[src/rtl/lan_pm_pkg.sv]
package lan_pm_pkg;
  typedef enum logic [1:0] {
    PD_ACTIVE = 2'd0,
    PD_SLEEP  = 2'd1,
    PD_LISTEN = 2'd2
  } pd_state_e;

  localparam logic [1:0] SPEED_GIG = 2'b10;
endpackage

[src/rtl/lan_pm_adv_sel.sv]
module lan_pm_adv_sel #(
  parameter int ADV_W = 3,
  parameter logic [ADV_W-1:0] D3_ADV = 3'b011
) (
  input  logic             d3,
  input  logic             battery,
  input  logic [ADV_W-1:0] partner,
  output logic [ADV_W-1:0] mask
);
  logic [ADV_W-1:0] lowest;

  // lowest common speed: scan from the top so the last hit is the lowest bit
  always_comb begin
    lowest = {{(ADV_W-1){1'b0}}, 1'b1};
    for (int i = ADV_W-1; i >= 0; i--) begin
      if (partner[i]) lowest = ADV_W'(1) << i;
    end
  end

  always_comb begin
    if (battery)  mask = lowest;
    else if (d3)  mask = D3_ADV;
    else          mask = '1;
  end
endmodule

[src/rtl/lan_pm_energy_fsm.sv]
module lan_pm_energy_fsm
  import lan_pm_pkg::*;
#(
  parameter int CNT_W      = 16,
  parameter int LISTEN_CYC = 8
) (
  input  logic             clk,
  input  logic             rst_n,
  input  logic             pd_en,
  input  logic             deep_en,
  input  logic             link_up,
  input  logic             rx_energy,
  input  logic [CNT_W-1:0] retry_interval,
  output logic             restart_req,
  output logic             pd_req,
  output logic             deep_req
);
  localparam logic [CNT_W-1:0] LISTEN_LAST = CNT_W'(LISTEN_CYC - 1);

  pd_state_e        st, st_n;
  logic [CNT_W-1:0] cnt, cnt_n;
  logic [CNT_W:0]   cnt_inc;
  logic             retry_hit;

  assign cnt_inc   = {1'b0, cnt} + (CNT_W+1)'(1);
  assign retry_hit = cnt_inc >= {1'b0, retry_interval};

  always_comb begin
    st_n        = st;
    cnt_n       = cnt;
    restart_req = 1'b0;
    unique case (st)
      PD_ACTIVE: begin
        if (pd_en && !link_up && !rx_energy) begin
          st_n  = PD_SLEEP;
          cnt_n = '0;
        end
      end
      PD_SLEEP: begin
        if (rx_energy) begin
          st_n        = PD_ACTIVE;
          restart_req = 1'b1;
        end else if (!pd_en) begin
          st_n = PD_ACTIVE;
        end else if (retry_hit) begin
          st_n        = PD_LISTEN;
          cnt_n       = '0;
          restart_req = 1'b1;
        end else begin
          cnt_n = cnt_inc[CNT_W-1:0];
        end
      end
      PD_LISTEN: begin
        if (rx_energy) begin
          st_n        = PD_ACTIVE;
          restart_req = 1'b1;
        end else if (!pd_en) begin
          st_n = PD_ACTIVE;
        end else if (cnt == LISTEN_LAST) begin
          st_n  = PD_SLEEP;
          cnt_n = '0;
        end else begin
          cnt_n = cnt_inc[CNT_W-1:0];
        end
      end
      default: st_n = PD_ACTIVE;
    endcase
  end

  always_ff @(posedge clk or negedge rst_n) begin
    if (!rst_n) begin
      st       <= PD_ACTIVE;
      cnt      <= '0;
      deep_req <= 1'b0;
    end else begin
      st       <= st_n;
      cnt      <= cnt_n;
      deep_req <= (st_n == PD_SLEEP) && deep_en;
    end
  end

  assign pd_req = (st == PD_SLEEP);
endmodule

[src/rtl/lan_pm_wake.sv]
module lan_pm_wake (
  input  logic clk,
  input  logic rst_n,
  input  logic d3,
  input  logic pkt_match,
  input  logic link_wake_en,
  input  logic link_rise,
  output logic pme_n
);
  logic pme_q;

  always_ff @(posedge clk or negedge rst_n) begin
    if (!rst_n)                                   pme_q <= 1'b0;
    else if (!d3)                                 pme_q <= 1'b0;
    else if (pkt_match || (link_wake_en && link_rise)) pme_q <= 1'b1;
  end

  assign pme_n = ~pme_q;
endmodule

[src/rtl/lan_pm_ctrl.sv]
module lan_pm_ctrl
  import lan_pm_pkg::*;
#(
  parameter int CNT_W      = 16,
  parameter int LISTEN_CYC = 8,
  parameter int ADV_W      = 3,
  parameter logic [ADV_W-1:0] D3_ADV = 3'b011
) (
  input  logic             clk,
  input  logic             rst_n,
  input  logic             dev_d3,
  input  logic             on_battery,
  input  logic             link_up,
  input  logic [1:0]       link_speed,
  input  logic [ADV_W-1:0] partner_abil,
  input  logic             rx_energy,
  input  logic             pd_en,
  input  logic             deep_pd_en,
  input  logic [CNT_W-1:0] retry_interval,
  input  logic             wake_pkt_match,
  input  logic             link_wake_en,
  output logic             phy_pd_req,
  output logic             deep_pd_req,
  output logic             an_restart,
  output logic [ADV_W-1:0] an_adv_mask,
  output logic             pme_n
);
  logic             d3_q, batt_q, link_q;
  logic             d3_rise, batt_chg, link_rise;
  logic             speed_evt, fsm_restart, restart_d;
  logic [ADV_W-1:0] sel_mask;

  assign d3_rise   = dev_d3 & ~d3_q;
  assign batt_chg  = on_battery ^ batt_q;
  assign link_rise = link_up & ~link_q;

  assign speed_evt = link_up & ((d3_rise & (link_speed == SPEED_GIG)) | batt_chg);
  assign restart_d = speed_evt | fsm_restart;

  lan_pm_adv_sel #(.ADV_W(ADV_W), .D3_ADV(D3_ADV)) u_sel (
    .d3      (dev_d3),
    .battery (on_battery),
    .partner (partner_abil),
    .mask    (sel_mask)
  );

  lan_pm_energy_fsm #(.CNT_W(CNT_W), .LISTEN_CYC(LISTEN_CYC)) u_fsm (
    .clk            (clk),
    .rst_n          (rst_n),
    .pd_en          (pd_en),
    .deep_en        (deep_pd_en),
    .link_up        (link_up),
    .rx_energy      (rx_energy),
    .retry_interval (retry_interval),
    .restart_req    (fsm_restart),
    .pd_req         (phy_pd_req),
    .deep_req       (deep_pd_req)
  );

  lan_pm_wake u_wake (
    .clk          (clk),
    .rst_n        (rst_n),
    .d3           (dev_d3),
    .pkt_match    (wake_pkt_match),
    .link_wake_en (link_wake_en),
    .link_rise    (link_rise),
    .pme_n        (pme_n)
  );

  always_ff @(posedge clk or negedge rst_n) begin
    if (!rst_n) begin
      d3_q        <= 1'b0;
      batt_q      <= 1'b0;
      link_q      <= 1'b0;
      an_restart  <= 1'b0;
      an_adv_mask <= '1;
    end else begin
      d3_q       <= dev_d3;
      batt_q     <= on_battery;
      link_q     <= link_up;
      an_restart <= restart_d;
      if (restart_d) an_adv_mask <= sel_mask;
    end
  end
endmodule

[config.mk]
export PLATFORM = sky130hd
export DESIGN_NAME = lan_pm_ctrl
export DESIGN_NICKNAME = d
export VERILOG_FILES = /design/src/rtl/lan_pm_pkg.sv /design/src/rtl/lan_pm_adv_sel.sv /design/src/rtl/lan_pm_energy_fsm.sv /design/src/rtl/lan_pm_wake.sv /design/src/rtl/lan_pm_ctrl.sv
export SDC_FILE = /design/constraint.sdc
export NUM_CORES = 1
export LEC_CHECK = 0
export ABC_AREA = 1
export BUFFER_PORTS_ARGS = -buffer_cell sky130_fd_sc_hd__buf_4
export CORE_ASPECT_RATIO = 1.4
export CORE_UTILIZATION = 60
export CTS_BUF_LIST = sky130_fd_sc_hd__clkbuf_8 sky130_fd_sc_hd__clkbuf_16
export DETAILED_ROUTE_END_ITERATION = 8
export GPL_TIMING_DRIVEN = 0
export PLACE_DENSITY = 0.83
export SLEW_MARGIN = 20
export SYNTH_ARGS = -nofsm -noshare
export SYNTH_HDL_FRONTEND = slang
export SYNTH_HIERARCHICAL = 1
export SYNTH_SLANG_ARGS = --single-unit
[constraint.sdc]
create_clock -name clk -period 8.1 [get_ports clk]
set_input_delay 0.405 -clock clk [delete_from_list [all_inputs] [get_ports clk]]
set_output_delay 0.405 -clock clk [all_outputs]
set_load 0.005 [all_outputs]
==> run summary <==
Cell Area, Synth: 2220 um2
status: complete, no violations
yosys warns: 6
max_cap viols: 0
worst-path fanout max: 5
global-route wire length before repair: 7580 um
total power: 0.379 mW
kind of start point of the critical path: register
Max Slew Vio Count: 0
DP Wirelength: 3690 um
Design Area, Final: 2590 um2
CP endpoint kind: register
RR Endpoint: an_adv_mask[2]
synth unique cells: 32
Layout Nets: 406
CTS root buf: clkbuf_8
Critical Path RT: 8.32 ns
area of placed instances: 2540 um2
CP max-delay cell: dfrtp_1
sequential area share after synthesis: 30.7%
# Post-CTS Setup Buffers: 0
max incr delay on CP: 0.43 ns
H-tree levels: 1
vias in the first global route: 1859
core area: 3440 um2
# IOs: 38
final WL: 4520 um
n_diodes: 0
reg2reg path depth: 23
layout cells sized above 1: 20.7%
Area growth, synth to finish: 16.9%
Rows: 25
r2r setup slk: 4.75 ns
CTS Buf Count: 3
cells along the critical path: ha_1, nand2_1, nor2_2, nand2_1, nor3_1, nand2_1, xor2_1, inv_1, ha_1, nand2_1, inv_1, nand2_1, nor2_1, nand2_1, nand3_1, nand2_1, nand3_1, nand3_1, a21oi_1, bufinv_8, nand2_2, nand2_1, nand2_1
First-pass DRT Iterations: 4
PostCTS Resize Cnt: 0
Rel. slew slack: 66.8%
TritonCTS clock tree: built
Hold-fix buffers, CTS: 0
Mapped Avg Cell Area: 7.13 um2
Worst-Margin Slew: 0.498 ns
worst-skew pair later-pin latency: 0.28 ns
clk slew on worst S/H paths: 0.10 ns
die area: 3940 um2
largest net degree at the start of global routing: 28
Arr. time, crit path: 3.57 ns
total global-route track usage: 26.2%
input/output buffers: 37
fmax: 299 MHz
via-per-instance ratio: 5.15
DRC Markers: 0
ANT nets after route: 0
DR iter-0 viols: 74
Max VDD drop: 134 uV
via count: 2017
drt wl/cell: 11.5 um
syn_nets: 364
final count of negative-setup-slack endpoints: 0
cells after synthesis: 311
fill count: 275
Setup TNS: 0 ns
synthesis-stage register bit count: 27
DIE WIDTH: 53.4 um
die height: 73.9 um
crit share post-route: 41.4%
crit path kind: register to register
leakage: 1.54 nW
HP Class: input port to async pin
r2r startpoint: u_fsm/cnt[0]
Sink Count: 27
Setup Skew: 0.00625 ns
PwrDens: 146 nW/um2
initial antenna violation count: 0
Initial Util: 64.4%
total gr overflow: 0
CTS Buffer Depth: 2
Crit path top cell by count: nand2_1
Fin. Hold Viols: 0
Final min period: 3.35 ns
routability congestion estimate: 0.946
RSZ-0062 raised after global routing: no
-- sequential cells by signal (all words and copies together), names as in the netlist --
| register | cells |
|---|---|
| u_fsm/cnt | 16 |
| an_adv_mask | 3 |
| u_fsm/st | 2 |
| an_restart | 1 |
| batt_q | 1 |
| d3_q | 1 |
| link_q | 1 |
| u_fsm/deep_req | 1 |
| u_wake/pme_q | 1 |
-- metal layers --
layer	track usage [%]	vias to the layer above	wire, um
met5	0	-	0
met4	11.4	0	81
met3	3.31	7	167
met2	46.9	52	2380
met1	30.0	918	1890
li1	-	1040	-
-- synth_stat cells --
cell type | number | area share, %
inv_1 | 68 | 12
or2_0 | 1 | 0.28
nor3_1 | 2 | 0.45
nand2_2 | 4 | 1.1
nand3_2 | 1 | 0.45
nor4_1 | 1 | 0.28
nand2_4 | 2 | 1.0
nand3b_1 | 2 | 0.68
a21o_1 | 1 | 0.34
clkbuf_1 | 1 | 0.17
a21oi_2 | 1 | 0.40
nor2_8 | 1 | 0.90
bufinv_8 | 1 | 0.79
o21ai_0 | 10 | 2.3
dfrtp_1 | 24 | 27
nor2_2 | 5 | 1.4
dfstp_2 | 3 | 3.6
o21ai_1 | 1 | 0.23
and3_1 | 1 | 0.28
nor2_1 | 19 | 3.2
or3_1 | 1 | 0.28
buf_6 | 1 | 0.51
nand4_4 | 1 | 0.96
a21oi_1 | 7 | 1.6
ha_1 | 22 | 12
nand2_1 | 88 | 15
o21ai_2 | 10 | 4.0
inv_2 | 2 | 0.34
xor2_1 | 8 | 3.2
nand4_1 | 4 | 1.1
o21a_1 | 2 | 0.68
nand3_1 | 16 | 3.6
-- through the flow --
step / std cells / utilization, % / worst slack, ns / hold WS, ns
floorplan: 311 / - / 5.21 / 0.109
global placement: 388 / 73.9 / 4.79 / 0.338
detailed placement: 388 / 73.9 / 4.79 / 0.341
CTS: 392 / 75.3 / 4.73 / 0.0329
global route: 392 / 75.3 / 4.33 / 0.0472
finish: 392 / 75.3 / 4.75 / 0.0225
-- area by class of cell --
| class | count | area (um2) | share of cell area, % |
|---|---|---|---|
| Clock buffer | 3 | 41.3 | 1.59 |
| Clock inverter | 1 | 5.00 | 0.193 |
| Tap cell | 40 | 50.0 | 1.93 |
| Inverter | 71 | 280 | 10.8 |
| Multi-Input combinational cell | 211 | 1240 | 47.9 |
| Sequential cell | 27 | 679 | 26.2 |
| Timing Repair Buffer | 37 | 278 | 10.7 |
| Buffer | 2 | 15.0 | 0.580 |
-- worst max-delay path, delay by kind of cell, from the launching register on --
family                   cells  cell delay (ns)
AO/OA/AOI/OAI                1             0.14
XOR/XNOR                     1             0.26
adder cells (fa/ha/maj)      2             0.48
buffers and inverters        3             0.35
flip-flops                   1             0.43
AND/OR/NAND/NOR             16             1.61
-- worst max-delay path by stage --
stage	slack, ns	endpoint	cells after the start	from
4_1_cts	4.73	an_adv_mask[1]	23	u_fsm/cnt[0]
6_report	4.75	an_adv_mask[2]	23	u_fsm/cnt[0]
3_3_place_gp	4.79	an_adv_mask[1]	23	u_fsm/cnt[0]
2_1_floorplan	5.21	an_adv_mask[0]	22	u_fsm/cnt[0]
3_5_place_dp	4.79	an_adv_mask[2]	23	u_fsm/cnt[0]
5_1_grt	4.33	an_adv_mask[1]	23	u_fsm/cnt[0]
-- placed cells by master, fill, tap and decap left out, types with 5 or more instances in the layout --
cell / Yosys / layout
o21ai_2: 10 / 10
dfrtp_1: 24 / 24
inv_1: 68 / 68
nor2_2: 5 / 5
ha_1: 22 / 22
nand3_1: 16 / 16
buf_4: 0 / 37
nand2_1: 88 / 88
a21oi_1: 7 / 7
nor2_1: 19 / 19
xor2_1: 8 / 8
o21ai_0: 10 / 10
-- power breakdown --
part	switching, mW	internal (mW)	total [mW]
registers	0.0110	0.150	0.161
logic	0.0822	0.0580	0.140
clock network	0.0434	0.0345	0.0779
total	0.137	0.243	0.379
-- cells by family (layout without fill, tap and decap cells) --
family | count (synthesis) | in the layout | synth area share, %
xor gates and xnor gates | 8 | 8 | 3.16
and+or+nand+nor | 149 | 149 | 31.0
AOI/OAI and AO/OA | 32 | 32 | 9.43
adders and majority gates | 22 | 22 | 12.4
buffers and inverters | 73 | 114 | 13.3
DFF | 27 | 27 | 30.7
No activity file was read; power rests on OpenSTA's default activity.
